$ cat config.mk
export PLATFORM = sky130hd
export DESIGN_NAME = intr_take_router
export DESIGN_NICKNAME = d
export VERILOG_FILES = /design/src/rtl/intr_route_pkg.sv /design/src/rtl/intr_pin_sampler.sv /design/src/rtl/intr_arbiter.sv /design/src/rtl/intr_take_reg.sv /design/src/rtl/intr_take_router.sv
export SDC_FILE = /design/constraint.sdc
export NUM_CORES = 1
export LEC_CHECK = 0
export BUFFER_PORTS_ARGS = -buffer_cell sky130_fd_sc_hd__buf_4
export CAP_MARGIN = 20
export CORE_AREA = 2 2 39 41
export CTS_BUF_LIST = sky130_fd_sc_hd__clkbuf_8 sky130_fd_sc_hd__clkbuf_16
export CTS_CLUSTER_DIAMETER = 100
export DETAILED_ROUTE_END_ITERATION = 7
export DIE_AREA = 0 0 41 43
export SLEW_MARGIN = 20
export SYNTH_ARGS = -nofsm -noshare
export SYNTH_HDL_FRONTEND = slang
export SYNTH_HIERARCHICAL = 1
export SYNTH_SLANG_ARGS = --single-unit
$ cat constraint.sdc
create_clock -name clk -period 1.6 [get_ports clk]
set_input_delay 0.24 -clock clk [delete_from_list [all_inputs] [get_ports clk]]
set_output_delay 0.24 -clock clk [all_outputs]
set_load 0.005 [all_outputs]
$ cat src/rtl/intr_route_pkg.sv
package intr_route_pkg;

    localparam int unsigned NUM_LINES = 2;
    localparam int unsigned LINE_FIQ  = 0;
    localparam int unsigned LINE_IRQ  = 1;

    typedef enum logic [1:0] {
        TGT_NONE = 2'd0,
        TGT_FIQ  = 2'd1,
        TGT_IRQ  = 2'd2,
        TGT_MON  = 2'd3
    } tgt_mode_e;

    typedef struct packed {
        logic      take_fiq;
        logic      take_irq;
        logic      set_f;
        logic      set_i;
        tgt_mode_e mode;
    } decision_t;

    localparam decision_t DECISION_IDLE = '{
        take_fiq: 1'b0,
        take_irq: 1'b0,
        set_f:    1'b0,
        set_i:    1'b0,
        mode:     TGT_NONE
    };

endpackage

$ cat src/rtl/intr_pin_sampler.sv
module intr_pin_sampler #(
    parameter int unsigned N_LINES = 2,
    parameter int unsigned STAGES  = 1
) (
    input  logic               clk,
    input  logic               rst_n,
    input  logic [N_LINES-1:0] pins_n,
    output logic [N_LINES-1:0] sampled_n
);

    localparam int unsigned LAST = STAGES - 1;

    logic [STAGES-1:0][N_LINES-1:0] stg_d;
    logic [STAGES-1:0][N_LINES-1:0] stg_q;

    // pins are captured before any decision logic sees them
    always_comb begin
        stg_d[0] = pins_n;
        for (int s = 1; s < STAGES; s++) begin
            stg_d[s] = stg_q[s-1];
        end
    end

    // inactive level (high) on reset
    always_ff @(posedge clk or negedge rst_n) begin
        if (!rst_n) begin
            stg_q <= '1;
        end else begin
            stg_q <= stg_d;
        end
    end

    assign sampled_n = stg_q[LAST];

    generate
        if (STAGES == 1) begin : g_single
            p_sample_latency_r1: assert property (@(posedge clk) disable iff (!rst_n)
                $past(rst_n) |-> (sampled_n == $past(pins_n)))
                else $error("R1 sample register does not follow pins by one cycle");
        end
    endgenerate

endmodule

$ cat src/rtl/intr_arbiter.sv
module intr_arbiter
    import intr_route_pkg::*;
(
    input  logic [NUM_LINES-1:0] sampled_n,
    input  logic                 boundary,
    input  logic                 mask_f,
    input  logic                 mask_i,
    input  logic                 nonsec,
    input  logic                 cfg_fiq_nomask_ns,
    input  logic                 cfg_fiq_mon,
    input  logic                 cfg_irq_mon,
    output decision_t            dec_d
);

    logic fiq_req;
    logic irq_req;
    logic fiq_blocked;
    logic fiq_ok;
    logic irq_ok;

    always_comb begin
        fiq_req = ~sampled_n[LINE_FIQ];
        irq_req = ~sampled_n[LINE_IRQ];

        // the non-secure override defeats the fast mask
        fiq_blocked = mask_f & ~(cfg_fiq_nomask_ns & nonsec);

        // per-line masks
        fiq_ok = fiq_req & ~fiq_blocked;
        irq_ok = irq_req & ~mask_i;

        dec_d = DECISION_IDLE;
        // decisions only at boundaries; R5: fast line first
        if (boundary) begin
            if (fiq_ok) begin
                dec_d.take_fiq = 1'b1;
                dec_d.set_f    = 1'b1;
                dec_d.set_i    = 1'b1;
                dec_d.mode     = cfg_fiq_mon ? TGT_MON : TGT_FIQ;
            end else if (irq_ok) begin
                dec_d.take_irq = 1'b1;
                dec_d.set_i    = 1'b1;
                dec_d.mode     = cfg_irq_mon ? TGT_MON : TGT_IRQ;
            end
        end
    end

endmodule

$ cat src/rtl/intr_take_reg.sv
module intr_take_reg
    import intr_route_pkg::*;
(
    input  logic      clk,
    input  logic      rst_n,
    input  decision_t dec_d,
    output decision_t dec_q
);

    decision_t out_d;
    decision_t out_q;

    always_comb begin
        out_d = dec_d;
    end

    // idle decision under reset
    always_ff @(posedge clk or negedge rst_n) begin
        if (!rst_n) begin
            out_q <= DECISION_IDLE;
        end else begin
            out_q <= out_d;
        end
    end

    assign dec_q = out_q;

    p_single_take_r5: assert property (@(posedge clk) disable iff (!rst_n)
        $onehot0({out_q.take_fiq, out_q.take_irq}))
        else $error("R5 both lines taken at once");

    p_mode_matches_take_r7: assert property (@(posedge clk) disable iff (!rst_n)
        (out_q.take_fiq || out_q.take_irq) == (out_q.mode != TGT_NONE))
        else $error("R7 mode code disagrees with take pulses");

endmodule

$ cat src/rtl/intr_take_router.sv
module intr_take_router
    import intr_route_pkg::*;
#(
    parameter int unsigned SYNC_STAGES = 1
) (
    input  logic       clk,
    input  logic       rst_n,
    input  logic       fiq_n,
    input  logic       irq_n,
    input  logic       insn_done,
    input  logic       mask_f,
    input  logic       mask_i,
    input  logic       nonsec,
    input  logic       cfg_fiq_nomask_ns,
    input  logic       cfg_fiq_mon,
    input  logic       cfg_irq_mon,
    output logic       take_fiq,
    output logic       take_irq,
    output logic       set_mask_f,
    output logic       set_mask_i,
    output logic [1:0] tgt_mode
);

    logic [NUM_LINES-1:0] pins_n;
    logic [NUM_LINES-1:0] sampled_n;
    decision_t            dec_d;
    decision_t            dec_q;

    always_comb begin
        pins_n           = '1;
        pins_n[LINE_FIQ] = fiq_n;
        pins_n[LINE_IRQ] = irq_n;
    end

    intr_pin_sampler #(
        .N_LINES (NUM_LINES),
        .STAGES  (SYNC_STAGES)
    ) u_sampler (
        .clk       (clk),
        .rst_n     (rst_n),
        .pins_n    (pins_n),
        .sampled_n (sampled_n)
    );

    intr_arbiter u_arb (
        .sampled_n         (sampled_n),
        .boundary          (insn_done),
        .mask_f            (mask_f),
        .mask_i            (mask_i),
        .nonsec            (nonsec),
        .cfg_fiq_nomask_ns (cfg_fiq_nomask_ns),
        .cfg_fiq_mon       (cfg_fiq_mon),
        .cfg_irq_mon       (cfg_irq_mon),
        .dec_d             (dec_d)
    );

    intr_take_reg u_out (
        .clk   (clk),
        .rst_n (rst_n),
        .dec_d (dec_d),
        .dec_q (dec_q)
    );

    assign take_fiq   = dec_q.take_fiq;
    assign take_irq   = dec_q.take_irq;
    assign set_mask_f = dec_q.set_f;
    assign set_mask_i = dec_q.set_i;
    assign tgt_mode   = dec_q.mode;

    p_boundary_only_r3: assert property (@(posedge clk) disable iff (!rst_n)
        (take_fiq || take_irq) |-> $past(insn_done))
        else $error("R3 take without a boundary");

    p_fmask_r4: assert property (@(posedge clk) disable iff (!rst_n)
        take_fiq |-> (!$past(mask_f) || ($past(cfg_fiq_nomask_ns) && $past(nonsec))))
        else $error("R4 fast take while masked");

    p_imask_r4: assert property (@(posedge clk) disable iff (!rst_n)
        take_irq |-> !$past(mask_i))
        else $error("R4 normal take while masked");

    p_fiq_route_r7: assert property (@(posedge clk) disable iff (!rst_n)
        take_fiq |-> (tgt_mode == ($past(cfg_fiq_mon) ? 2'd3 : 2'd1)))
        else $error("R7 fast route wrong");

    p_fiq_sets_both_r8: assert property (@(posedge clk) disable iff (!rst_n)
        take_fiq |-> (set_mask_f && set_mask_i))
        else $error("R8 fast take must set both masks");

    p_irq_sets_i_r8: assert property (@(posedge clk) disable iff (!rst_n)
        take_irq |-> (!set_mask_f && set_mask_i))
        else $error("R8 normal take must set only the normal mask");

endmodule

---- Yosys cells after proc, flatten, opt, wreduce, memory -nomap -nowiden ----
Index checks and enable logic that the tools add are counted.
storage, ports and cells
  word-level logic and storage cells ...... 23
  memories kept ........................... 0
  bits in registers ....................... 8
  memory bits (writable) .................. 0
  latch bits .............................. 0
  memory bits (read-only) ................. 0
  bits of input ports ..................... 11
operators by class
  multipliers ............................. 0
  bitwise gates (word level) .............. 9
  $lt $le $gt $ge ......................... 0
  divide/modulo/power cells ............... 0
  shift-type cells ........................ 0
  eq/ne operators ......................... 0
  mux-type cells .......................... 8
  reduce and logical (&&, ||, !) cells .... 0
  $add $sub $neg .......................... 0
operators with widths
  kind         number
  $mux 3       2
  $mux 6       1
  $not 1->1    5
  $and 1x1->1  4
  $mux 1       4
  $mux 2       1

---- Logic depth before layout (Yosys ltp) ----
  word-level depth ........................ 7
  mapped depth ............................ 4

---- Modules after synthesis ----
Netlist, hierarchy kept.
by module, submodules not included
  module            area each (µm²)  instances  cells each
  intr_take_reg     150.1            1          6
  intr_arbiter      82.6             1          12
  intr_pin_sampler  52.6             1          2

---- Worst setup path before layout ----
Ideal clock, no wire load.
  path kind ............................... flip-flop to flip-flop
  from .................................... register u_sampler.stg_q, in the netlist u_sampler/sampled_n[0]
  to ...................................... register u_out.out_q, in the netlist u_out/dec_q[5]
  data arrival time ....................... 0.837 ns
  slack ................................... 0.648 ns
  cell stages (with the launch flop) ...... 4
  clock period less this slack ............ 0.952 ns
  library setup time ...................... 0.115 ns
  cells stage by stage .................... dfstp_2 a21oi_4 and2_1 buf_4
RTL lines
  item                    RTL line                RTL
  start, declared         intr_pin_sampler.sv:14  logic [STAGES-1:0][N_LINES-1:0] stg_q;
  start signal, assigned  intr_pin_sampler.sv:29  stg_q <= stg_d;
  end signal, assigned    intr_take_reg.sv:22     out_q <= out_d;
  end, declared           intr_take_reg.sv:11     decision_t out_q;

==> metrics.cfg <==
[power_and_ir_drop]
leakage_nw = 0.240
fin_total_pwr_w = 0.000512
comb_power_share_pct = 10.5
p_int_w = 0.000415
p_sw_w = 0.0000965
clkPwrFrac_pct = 46.6
sw_frac_of_total_pct = 18.9
power_frac_seq_pct = 42.9
power.density_nw_per_um2 = 1080
ir_worst_vdd_uv = 315

[setup_path]
reg2reg_slack_ns = 0.62
cp_max_fo = 3
crit_type = reg -> reg
critPathMaxStageDelay_ns = 0.51
start_kind = flop
arrival_ns = 1.09
worstPathRequired_ns = 1.71
crit_path_top_delay_cell = dfstp_2
crit_path_end_kind = flop
crit_chain = nor2_1, and2_1, o21a_1

[hold_path]
hold_class = in -> reg

[logic_synthesis]
ys_warn_count = 6
ys_types = 10
avgSynthCellArea_um2 = 14.3
synth_nets = 31
syn_area_um2 = 285
synth-seq-cells = 8
yosysSeqAreaShare_pct = 71.1
synthCells = 20

[grt]
grt_pass1_vias = 220
grt_use_met3_pct = 3.66
overflow = 0
antenna_found_initial = 0
use_met2_pct = 10.0
grt_max_degree = 9
grt_usage_pct = 7.61
grt_pass1_wl_um = 834
met1_usage_pct = 9.00
top_usage_layer = met2

[detailed_routing]
drt_iter0_drc = 0
drt-wirelength-per-cell_um = 9.23
drcViolationCount = 0
drtAntennaViolNets = 0
vias = 201
via_per_inst = 3.59
first_pass_iters = 1
wl_um = 517

[floorplan]
die-area_um2 = 1760
num_io_pins = 17
die_w_um = 41
start_util_pct = 20.6
num_rows = 14
core_um2 = 1380
die_height_um = 43

[clock_network]
clockRootBuffer = clkbuf_8
cts.path.max_buffers = 2
cts_tree = yes
numCtsBuffers = 3
path_clk_slew_ns = 0.04
clk_latency_ns = 0.22
clkSinkCount = 8
cts-htree-levels = 1
cts_post_setup_buffers_inserted = 0

[sta]
hold_violations = 0
fin_skew_ns = 0.00481
tightest_slew_ns = 0.180
timing.fmax_mhz = 1020
maxSlewHeadroom_pct = 88.0
drv_slew = 0
setup-tns-final_ns = 0
setup_viol = 0
fin_crit_sh_pct = 61.3
period_needed_ns = 0.981
rsz0062_at_grt = false

[job]
max_cap_viol_count = 0

[place]
numPortBuffers = 16
gp_congestion = 0.679

[finish]
drive_gt1_share_pct = 57.5
syn_to_final_growth_pct = 65.8
finalNetCount = 52
diodes = 0
postLayoutCoreUtil_pct = 34.2

[status]
outcome = finished clean

## cell families (layout without fill, tap and decap cells)
family | Yosys count | count (layout) | share of synthesized area, %
DFF | 8 | 8 | 71.1
muxes | 1 | 1 | 3.51
buffers and inverters | 1 | 21 | 2.63
and+or+nand+nor | 7 | 7 | 11.8
AOI/OAI and AO/OA | 3 | 3 | 11.0
## through the flow
stage | instances | cell area (um^2) | worst slack (ns) | hold slack (ns)
after global placement | 51 | 418 | 0.638 | 0.0605
after floorplan | 20 | 285 | 0.648 | -0.0556
after global routing | 56 | 473 | 0.555 | 0.113
after CTS | 56 | 473 | 0.611 | 0.119
final | 56 | 473 | 0.619 | 0.125
after detailed placement | 51 | 418 | 0.617 | 0.0616
## final cells by class
type / instances / area, um^2
multi-input combinational: 11 / 75.1
tap: 16 / 20.0
fill: 146 / 911
sequential: 8 / 203
timing repair buffer: 17 / 130
clock inverter: 1 / 3.75
clock buffer: 3 / 41.3
## final timing paths
path / startpoint / to / depth (start not counted)
worst max-delay path: u_sampler/sampled_n[1] / u_out/dec_q[0] / 3
worst min-delay path: fiq_n / u_sampler/sampled_n[0] / 1
worst max register to register: u_sampler/sampled_n[1] / u_out/dec_q[0] / 3
worst min register to register: u_sampler/sampled_n[0] / u_out/dec_q[4] / 2
max in group asynchronous: rst_n / u_sampler/sampled_n[1] / 2
min in group asynchronous: rst_n / u_out/dec_q[4] / 2
## sequential cells by signal (all words and copies together), names as in the netlist
name,count
u_out/dec_q,6
u_sampler/sampled_n,2
## synth_stat cells
library cell | count | area [um^2]
dfrtp_1 | 6 | 150
and2_1 | 2 | 12.5
dfstp_2 | 2 | 52.6
nand2_1 | 2 | 7.51
nor2_1 | 2 | 7.51
o21a_1 | 2 | 15.0
a21oi_4 | 1 | 16.3
buf_4 | 1 | 7.51
mux2i_1 | 1 | 10.0
nand2_2 | 1 | 6.26
## routing by layer
metal / share of wire [%] / wire length, um
met5: 0 / 0
met4: 0 / 0
met3: 16 / 82
met2: 44 / 225
met1: 40 / 208
## power groups by stage
stage	clock network, W	registers [W]	logic (W)
3_5_place_dp	0	0.000222	0.0000532
6_report	0.000239	0.000219	0.0000537
3_3_place_gp	0	0.000222	0.0000525
5_1_grt	0.000264	0.000220	0.0000611
4_1_cts	0.000248	0.000220	0.0000553
2_1_floorplan	0	0.000223	0.0000147
## repair_timing
action,in CTS,in global routing
endpoints found under the hold margin,6,0
hold buffers,1,0
gates resized for setup,0,0
## worst max-delay path: cells and delay by family (launching register included)
family	cells	cell delay [ns]
DFF	1	0.51
and+or+nand+nor	2	0.20
AOI/OAI and AO/OA	1	0.16
## cells in the final DEF, fill, tap and decap left out
cell type	count
mux2i_1	1
o21a_1	2
nand2_2	1
dfrtp_1	6
inv_1	1
nand2_1	2
dfstp_2	2
nor2_1	2
buf_4	16
clkbuf_8	3
and2_1	2
a21oi_4	1
dlygate4sd3_1	1
Note: power is estimated with default switching activity, not from simulation.
